`config.mk`:
```
export PLATFORM = sky130hd
export DESIGN_NAME = trig_disable_mon
export DESIGN_NICKNAME = d
export VERILOG_FILES = /design/src/rtl/trig_mon_pkg.sv /design/src/rtl/trig_mon_scaler.sv /design/src/rtl/trig_mon_ctrl.sv /design/src/rtl/trig_mon_datapath.sv /design/src/rtl/trig_disable_mon.sv
export SDC_FILE = /design/constraint.sdc
export NUM_CORES = 2
export LEC_CHECK = 0
export BUFFER_PORTS_ARGS = -buffer_cell sky130_fd_sc_hd__buf_2
export CELL_PAD_IN_SITES_DETAIL_PLACEMENT = 1
export CELL_PAD_IN_SITES_GLOBAL_PLACEMENT = 2
export CORE_ASPECT_RATIO = 0.5
export CORE_UTILIZATION = 35
export DETAILED_ROUTE_END_ITERATION = 16
export PLACE_DENSITY_LB_ADDON = 0.15
export SKIP_LAST_GASP = 1
export SYNTH_ARGS = -nofsm -noshare
export SYNTH_HDL_FRONTEND = slang
export SYNTH_SLANG_ARGS = --single-unit
```
`constraint.sdc`:
```
create_clock -name clk -period 2.09 [get_ports clk]
set_input_delay 0 -clock clk [delete_from_list [all_inputs] [get_ports clk]]
set_output_delay 0 -clock clk [all_outputs]
set_load 0.01 [all_outputs]
```
`src/rtl/trig_mon_pkg.sv`:
```
package trig_mon_pkg;
  localparam int NUM_SRC     = 14;
  localparam int STATUS_W    = 32;
  localparam int ST_EXP_LSB  = 2;
  localparam int ST_DAQ_LSB  = 15;
  localparam int ST_MASK_LSB = 18;
  localparam int NUM_COND    = 2;

  // source indices; the status layout depends on this order
  localparam int SRC_FEBUSY   = 0;
  localparam int SRC_PRESCALE = 1;
  localparam int SRC_RUNCTL   = 2;
  localparam int SRC_AUTO     = 3;
  localparam int SRC_INDIV0   = 4;
  localparam int SRC_INDIV1   = 5;
  localparam int SRC_INTG0    = 6;
  localparam int SRC_EXTG0    = 10;

  typedef struct packed {
    logic advance;
    logic capture;
  } monStrobe_t;

  typedef struct packed {
    logic prev;
    logic cur;
    logic next;
  } xingWin_t;
endpackage

```
`src/rtl/trig_mon_scaler.sv`:
```
module trig_mon_scaler #(
  parameter int CNT_W = 32
) (
  input  logic             clk,
  input  logic             rstN,
  input  logic             advance,
  input  logic             hit,
  input  logic             capture,
  output logic [CNT_W-1:0] snap
);
  logic [CNT_W-1:0] live;

  always_ff @(posedge clk or negedge rstN) begin
    if (!rstN) begin
      live <= '0;
      snap <= '0;
    end else begin
      if (advance && hit) live <= live + CNT_W'(1);
      if (capture) snap <= live;
    end
  end
endmodule

```
`src/rtl/trig_mon_ctrl.sv`:
```
module trig_mon_ctrl
  import trig_mon_pkg::*;
(
  input  logic       xingStb,
  input  logic       capturePulse,
  output monStrobe_t strobes
);
  always_comb begin
    strobes.advance = xingStb;
    strobes.capture = capturePulse;
  end
endmodule

```
`src/rtl/trig_mon_datapath.sv`:
```
module trig_mon_datapath
  import trig_mon_pkg::*;
#(
  parameter int CNT_W = 32
) (
  input  logic                     clk,
  input  logic                     rstN,
  input  monStrobe_t               strobes,
  input  logic [NUM_SRC-1:0]       disableSrc,
  input  logic [NUM_SRC-1:0]       allowMask,
  input  logic                     exposedIn,
  input  logic                     daqEnIn,
  output logic                     trigEnable,
  output logic [STATUS_W-1:0]      statusSnap,
  output logic [NUM_SRC*CNT_W-1:0] vetoSnap,
  output logic [CNT_W-1:0]         exposedSnap,
  output logic [CNT_W-1:0]         daqSnap
);
  logic [NUM_SRC-1:0]  gated;
  logic [NUM_SRC-1:0]  maskNext, maskCur;
  logic [NUM_COND-1:0] condIn;
  xingWin_t            win [NUM_COND];
  logic [STATUS_W-1:0] liveStatus;

  assign gated      = disableSrc & allowMask;
  assign trigEnable = ~|gated;
  assign condIn     = {daqEnIn, exposedIn};

  genvar g;
  generate
    for (g = 0; g < NUM_SRC; g++) begin : gVeto
      trig_mon_scaler #(.CNT_W(CNT_W)) uVeto (
        .clk(clk), .rstN(rstN), .advance(strobes.advance), .hit(gated[g]),
        .capture(strobes.capture), .snap(vetoSnap[g*CNT_W +: CNT_W])
      );
    end
    for (g = 0; g < NUM_COND; g++) begin : gWin
      always_ff @(posedge clk or negedge rstN) begin
        if (!rstN) win[g] <= '0;
        else if (strobes.advance) win[g] <= {win[g].cur, win[g].next, condIn[g]};
      end
    end
  endgenerate

  trig_mon_scaler #(.CNT_W(CNT_W)) uExposed (
    .clk(clk), .rstN(rstN), .advance(strobes.advance), .hit(exposedIn),
    .capture(strobes.capture), .snap(exposedSnap)
  );
  trig_mon_scaler #(.CNT_W(CNT_W)) uDaq (
    .clk(clk), .rstN(rstN), .advance(strobes.advance), .hit(daqEnIn),
    .capture(strobes.capture), .snap(daqSnap)
  );

  // gated mask delayed to the middle (current) stage
  always_ff @(posedge clk or negedge rstN) begin
    if (!rstN) begin
      maskNext <= '0;
      maskCur  <= '0;
    end else if (strobes.advance) begin
      maskNext <= gated;
      maskCur  <= maskNext;
    end
  end

  always_comb begin
    liveStatus = '0;
    liveStatus[ST_EXP_LSB +: 3]        = {win[0].next, win[0].cur, win[0].prev};
    liveStatus[ST_DAQ_LSB +: 3]        = {win[1].next, win[1].cur, win[1].prev};
    liveStatus[ST_MASK_LSB +: NUM_SRC] = maskCur;
  end

  always_ff @(posedge clk or negedge rstN) begin
    if (!rstN) statusSnap <= '0;
    else if (strobes.capture) statusSnap <= liveStatus;
  end
endmodule

```
`src/rtl/trig_disable_mon.sv`:
```
module trig_disable_mon
  import trig_mon_pkg::*;
#(
  parameter int CNT_W = 32
) (
  input  logic                     clk,
  input  logic                     rstN,
  input  logic                     xingStb,
  input  logic                     capturePulse,
  input  logic [NUM_SRC-1:0]       disableSrc,
  input  logic [NUM_SRC-1:0]       allowMask,
  input  logic                     exposedIn,
  input  logic                     daqEnIn,
  output logic                     trigEnable,
  output logic [STATUS_W-1:0]      statusSnap,
  output logic [NUM_SRC*CNT_W-1:0] vetoSnap,
  output logic [CNT_W-1:0]         exposedSnap,
  output logic [CNT_W-1:0]         daqSnap
);
  monStrobe_t strobes;

  trig_mon_ctrl uCtrl (
    .xingStb(xingStb), .capturePulse(capturePulse), .strobes(strobes)
  );

  trig_mon_datapath #(.CNT_W(CNT_W)) uData (
    .clk(clk), .rstN(rstN), .strobes(strobes),
    .disableSrc(disableSrc), .allowMask(allowMask),
    .exposedIn(exposedIn), .daqEnIn(daqEnIn),
    .trigEnable(trigEnable), .statusSnap(statusSnap), .vetoSnap(vetoSnap),
    .exposedSnap(exposedSnap), .daqSnap(daqSnap)
  );
endmodule

```
# Word-level counts from Yosys, hierarchy flattened
# Cells that the tools add are included.
# Widths: inputs -> output; s select.
# word_totals
ff_bits	1078
in_bits	34
# classes
add_sub_neg	16
bitwise_logic	1
n_reduce_logical	18
# op_table
operator	n
$add 32x1->32 const B	16
$logic_and 1x1->1	16
$and 14x14->14	1
$reduce_or 14->1	1
$logic_not 1->1	1

# Longest topological paths before layout
# depth
depth_word	3
mapped_depth	8
mapped_depth_nobuf	6

# Cells and area by module
# Synthesis repeated with hierarchy kept, for this count alone.
# hier_totals
cells_unflattened	3221
area_unflattened_um2	45045.7
# modules_own_cells
mod	n_inst	cells_per_inst	area_per_inst_um2	seq_area_each_um2
trig_mon_scaler	16	192	2675.1	1601.5
trig_mon_datapath	1	147	2229.6	1351.3
trig_mon_ctrl	1	2	15.0	0.0

# Least setup slack after synthesis
# No wires, ideal clock.
# synth_path
kind	flip-flop to flip-flop
startpoint	register uData.gVeto[3].uVeto.live[0]
endpoint	register uData.gVeto[3].uVeto.live[30]
setup_ns	0.123
arrival_time_ns	1.753
slack_ns	0.214
path_stages_with_launch	7
period_less_slack_ns	1.876
path_cell_list	dfrtp_1 -> ha_1 -> nand3_1 -> or4_4 -> nor4_2 -> nand4_1 -> xnor2_1
# synth_between
elab_chain_len	1
# synth_lines
element	line	text
from (decl)	trig_mon_scaler.sv:11	logic [CNT_W-1:0] live;
from (signal assigned)	trig_mon_scaler.sv:18	if (advance && hit) live <= live + CNT_W'(1);
$add 32x1->32	trig_mon_scaler.sv:18	
# Every way passes these cells.
# A chain may end at the register's enable or synchronous reset.

# Final worst setup path
# layout_path
startpoint	input disableSrc[11]
endpoint	register uData.gVeto[11].uVeto.live[15]
# layout_between
elab_chain_len	2
# layout_lines
element	line	text
from (decl)	trig_disable_mon.sv:10	input logic [NUM_SRC-1:0] disableSrc,
$and 14x14->14	trig_mon_datapath.sv:25	assign gated = disableSrc & allowMask;
$logic_and 1x1->1	trig_mon_scaler.sv:18	
to (signal assigned)	trig_mon_scaler.sv:18	
to (decl)	trig_mon_scaler.sv:11	
# Every way passes these cells.

==> reports/qor_table.md <==
| Quantity | This run |
|:---|:---|
| Post-layout worst setup margin | 0.0696 ns |
| Die area | 0.125 mm2 |
| CP most frequent cell | sky130_fd_sc_hd__dlygate4sd3_1 |
| Drt pass-1 iters | 4 |
| Power density over cell area | 918 mW/mm2 |
| Clock insertion delay at the later pin of the skew report | 0.70 ns |
| Via count of the first global-routing pass | 30.1k |
| Post-route ant nets | 0 |
| Global router's overall resource usage | 0.187 |
| CP endpoint kind | flip-flop |
| Worst-case clock skew | 0.0223 ns |
| Number of flops mapped to enable cells by yosys | 0 |
| Syn avg cell area | 13.5 um2 |
| Sequential-to-total area share from yosys stat | 0.622 |
| Deepest clock path buffer count | 3 |
| Detail Placement HPWL | 84.9 mm |
| First-pass GRT wire length | 183 mm |
| Maximum number of pins on one net before global-route repair | 89 |
| Top cell type's share of synthesized area | 0.622 |
| Final net count | 4046 |
| Number of stages on the worst hold path | 4 |
| Sum of met2 wire segment lengths after detailed routing | 59.7 mm |
| Outcome | complete, no violations |
| Filler instances | 12.6k |
| X dimension of the die | 500 um |
| Total of warnings raised by yosys | 0 |
| Cell accounting for the most synthesized area | sky130_fd_sc_hd__dfrtp_1 |
| Top-level I/O count | 579 |
| Count of final setup violators | 0 |
| Final min period | 2.02 ns |
| Kind of start point of the critical path | input pin |
| Synth-to-Final Area Change | 23.5% |
| Required time reported for the critical path endpoint | 2.71 ns |
| Maximum fanout along the worst path | 6 |
| Number of library cell types mapped by synthesis | 43 |
| Final non-filler cell area | 0.0536 mm2 |
| Sum of overflow across all layers after global routing | 0 |
| GPL Wtd Cong | 0.796 |
| Starting Density | 0.356 |
| Maxcap violations | 0 |
| Synth top area cells | sky130_fd_sc_hd__dfrtp_1, sky130_fd_sc_hd__mux2_2, sky130_fd_sc_hd__xnor2_1 |
| Bufs and invs on worst path | 3 |
| Length of routed wiring on met1 | 49.7 mm |
| Total clock sinks | 1078 |
| Logic depth of the worst path, buffers included | 8 |
| Number of instances in the synthesized netlist | 3204 |
| Row cnt | 90 |
| Highest achievable clock rate | 495 MHz |
| Maximum VDD drop | 0.000688 V |
| Number of antenna violations at the first check in global routing | 2 |
| Met3 wirelength from detailed routing | 3.82 mm |
| RSZ-0062 raised after global routing | yes |
| Data arrival time of the critical path | 2.64 ns |
| DP Worst Slack | 0.0967 ns |
| DIE HEIGHT | 251 um |
| Number of buffers added on ports | 566 |
| Fraction of layout instances using a drive strength above 1 | 0.364 |
| Leakage component of the power | 0.0271 uW |
| Cells along the critical path | dlygate4sd3_1, buf_2, nand3_2, dlygate4sd3_1, or2_2, or4_4, nor2_1, xor2_1 |
| Slew HR | 0.413 |
| Clock slew at the register clock pins of the worst setup and hold paths | 0.07 ns |
| Hold violation total from the final report | 0 |
| DRC viols | 0 |
| Average via count per standard cell | 4.77 |
| TritonCTS clock tree | built |
| Placement-stage cell area | 0.0493 mm2 |
| H-Tree Depth | 3 |
| Library cell contributing the largest single delay on the critical path | sky130_fd_sc_hd__dlygate4sd3_1 |
| Average wire length per cell after detail routing | 20.1 um |
| Number of buffers created by CTS | 102 |
| Prevailing post-synth register cell | sky130_fd_sc_hd__dfrtp_1 |
| Top Family by Delay on Critical Path | buffers and inverters |
| CORE AREA | 0.122 mm2 |
| Number of slew-limit violations in the final report | 0 |
| Summed instance area of the synthesized netlist | 0.0434 mm2 |
| Hold crit path type | in2reg |
| Clock root cell | sky130_fd_sc_hd__clkbuf_16 |
| Critical Setup Path Class | in2reg |
| Number of DRC markers after the initial detailed-route iteration | 1106 |
| Share of the clock period used by the worst path after layout | 0.967 |
| Post-synthesis register bit count | 1078 |
| Logic depth of the worst register-to-register path | 5 |
| Total via count in the routed design | 27.4k |
| Share of synthesized flip-flops with an asynchronous set or reset | 1.00 |
| Worst stage delay on the critical path | 0.65 ns |
| Slew at the pin closest to its max-slew limit | 0.877 ns |
| Highest metal layer with signal wires | met4 |
| Routed wire length | 116 mm |
## path summary, 6_finish.rpt
path	startpoint	end	slack (ns)
worst max-delay path	disableSrc[11]	uData.gVeto[11].uVeto.live[15]$_DFFE_PN0P_	0.07
worst min-delay path	disableSrc[1]	uData.gVeto[1].uVeto.live[2]$_DFFE_PN0P_	0.06
worst max register to register	uData.gVeto[13].uVeto.live[19]$_DFFE_PN0P_	uData.gVeto[13].uVeto.live[31]$_DFFE_PN0P_	0.12
worst min register to register	uData.gVeto[9].uVeto.live[31]$_DFFE_PN0P_	uData.gVeto[9].uVeto.live[31]$_DFFE_PN0P_	0.47
max in group asynchronous	rstN	uData.uExposed.live[29]$_DFFE_PN0P_	0.68
min in group asynchronous	rstN	uData.gVeto[3].uVeto.snap[16]$_DFFE_PN0P_	0.13
## registers in the layout, indices dropped and copies added, names as in the netlist
| register | cells |
|---|---|
| uData.liveStatus | 6 |
| uData.uDaq.snap | 32 |
| uData.uExposed.snap | 32 |
| uData.statusSnap | 20 |
| uData.gVeto.uVeto.snap | 448 |
| uData.uDaq.live | 32 |
| uData.gVeto.uVeto.live | 448 |
| uData.maskCur | 14 |
| uData.uExposed.live | 32 |
| uData.maskNext | 14 |
## power by group
group	internal (uW)	total, uW	leakage, uW	switching, uW
clock	11600	20000	0.00179	8350
combinational	2420	5110	0.0107	2680
sequential	22500	24000	0.0146	1580
total	36500	49100	0.0271	12600
## cell type report
| class | instances | area [um2] | share of cell area |
|---|---|---|---|
| flip-flops and latches | 1078 | 27000 | 0.504 |
| repair buffers | 773 | 4880 | 0.0912 |
| well taps | 1656 | 2070 | 0.0387 |
| multi-input cells | 2009 | 15900 | 0.297 |
| clock inverters | 38 | 502 | 0.00937 |
| inverters | 32 | 120 | 0.00224 |
| clock buffers | 151 | 3110 | 0.0580 |
| diodes | 1 | 2.50 | 0.0000467 |
## cell usage in the layout, fill, tap and decap left out, types with 5 or more instances in the layout
| cell type | netlist | layout |
|---|---|---|
| sky130_fd_sc_hd__and2_1 | 10 | 10 |
| sky130_fd_sc_hd__nand2_1 | 222 | 222 |
| sky130_fd_sc_hd__inv_1 | 31 | 31 |
| sky130_fd_sc_hd__and3_1 | 88 | 88 |
| sky130_fd_sc_hd__nor4_2 | 11 | 8 |
| sky130_fd_sc_hd__nor3_1 | 45 | 45 |
| sky130_fd_sc_hd__buf_12 | 0 | 26 |
| sky130_fd_sc_hd__bufinv_16 | 0 | 11 |
| sky130_fd_sc_hd__xor2_1 | 152 | 152 |
| sky130_fd_sc_hd__dfrtp_1 | 1078 | 1078 |
| sky130_fd_sc_hd__clkbuf_1 | 68 | 14 |
| sky130_fd_sc_hd__nor2_1 | 122 | 120 |
| sky130_fd_sc_hd__buf_4 | 13 | 123 |
| sky130_fd_sc_hd__clkbuf_8 | 0 | 33 |
| sky130_fd_sc_hd__buf_2 | 7 | 563 |
| sky130_fd_sc_hd__clkinv_2 | 0 | 18 |
| sky130_fd_sc_hd__a22oi_1 | 7 | 7 |
| sky130_fd_sc_hd__mux2_2 | 560 | 560 |
| sky130_fd_sc_hd__a21o_1 | 10 | 10 |
| sky130_fd_sc_hd__xnor2_1 | 344 | 344 |
| sky130_fd_sc_hd__conb_1 | 1 | 12 |
| sky130_fd_sc_hd__dlygate4sd3_1 | 0 | 58 |
| sky130_fd_sc_hd__nand4_1 | 126 | 126 |
| sky130_fd_sc_hd__clkbuf_16 | 0 | 104 |
| sky130_fd_sc_hd__or2_2 | 14 | 14 |
| sky130_fd_sc_hd__nor4_1 | 17 | 17 |
| sky130_fd_sc_hd__nor4_4 | 2 | 5 |
| sky130_fd_sc_hd__ha_1 | 16 | 16 |
| sky130_fd_sc_hd__and4_1 | 48 | 48 |
| sky130_fd_sc_hd__nand3_1 | 165 | 165 |
| sky130_fd_sc_hd__o21ai_0 | 6 | 6 |
| sky130_fd_sc_hd__or3_1 | 9 | 9 |
## per-stage QoR
step | power (uW) | cells | TNS (ns) | hold WS, ns | utilization
6_report | 49100 | 5738 | 0 | 0.0554 | 0.440
5_1_grt | 51400 | 5737 | -0.0254 | 0.0452 | 0.440
4_1_cts | 50100 | 5737 | 0 | 0.0118 | 0.440
3_5_place_dp | 29600 | 5489 | 0 | -0.0406 | 0.405
3_3_place_gp | 29400 | 5489 | 0 | -0.0423 | 0.405
2_1_floorplan | 26500 | 3215 | 0 | -0.296 | -
## repair_timing
| action | CTS | global route |
|---|---|---|
| hold buffers | 59 | 0 |
| endpoints found under the setup margin | 0 | 13 |
| resized for setup | 0 | 6 |
| hold endpoints to repair | 1318 | 0 |
| setup buffers | 0 | 0 |
## cells by family (layout without fill, tap and decap cells)
family                   Yosys count  in the layout  synth area share
XOR/XNOR                         496            496             0.100
buffers and inverters            128            994            0.0130
flip-flops                      1078           1078             0.622
AO/OA/AOI/OAI                     23             23           0.00364
adder cells (fa/ha/maj)           16             16           0.00462
AND/OR/NAND/NOR                  902            902             0.111
multiplexers                     560            560             0.145
other                              1             13         0.0000865
## cell usage after synthesis, types with 2 or more instances
cell and instances:
sky130_fd_sc_hd__or3_1 9, sky130_fd_sc_hd__and4_1 48, sky130_fd_sc_hd__dfrtp_1 1078, sky130_fd_sc_hd__nor4_2 11
sky130_fd_sc_hd__buf_4 13, sky130_fd_sc_hd__nor4_4 2, sky130_fd_sc_hd__xor2_1 152, sky130_fd_sc_hd__buf_2 7
sky130_fd_sc_hd__mux2_2 560, sky130_fd_sc_hd__nand3_2 3, sky130_fd_sc_hd__nand4_1 126, sky130_fd_sc_hd__o21ai_0 6
sky130_fd_sc_hd__ha_1 16, sky130_fd_sc_hd__nor2b_1 2, sky130_fd_sc_hd__or4_1 4, sky130_fd_sc_hd__and3_1 88
sky130_fd_sc_hd__or2_2 14, sky130_fd_sc_hd__and2_1 10, sky130_fd_sc_hd__nor2_1 122, sky130_fd_sc_hd__or4_4 3
sky130_fd_sc_hd__xnor2_1 344, sky130_fd_sc_hd__a22oi_1 7, sky130_fd_sc_hd__buf_6 3, sky130_fd_sc_hd__nand3_1 165
sky130_fd_sc_hd__nand2b_1 3, sky130_fd_sc_hd__clkbuf_1 68, sky130_fd_sc_hd__nor3_1 45, sky130_fd_sc_hd__nand2_1 222
sky130_fd_sc_hd__a21o_1 10, sky130_fd_sc_hd__inv_1 31, sky130_fd_sc_hd__nor4_1 17, sky130_fd_sc_hd__buf_1 4
## worst register-to-register path, stage by stage (launching register included)
cell and delay, ns:
sky130_fd_sc_hd__dfrtp_1 0.40, sky130_fd_sc_hd__nand3_1 0.12, sky130_fd_sc_hd__or2_1 0.26, sky130_fd_sc_hd__or4_4 0.64, sky130_fd_sc_hd__nor4_4 0.29, sky130_fd_sc_hd__xor2_1 0.17
## per-layer routing
| layer | global-route usage | vias to the layer above |
|---|---|---|
| li1 | - | 12683 |
| met1 | 0.240 | 14281 |
| met2 | 0.326 | 281 |
| met3 | 0.0347 | 146 |
| met4 | 0.0428 | 0 |
| met5 | 0 | - |
(Power assumes the default switching activity.)
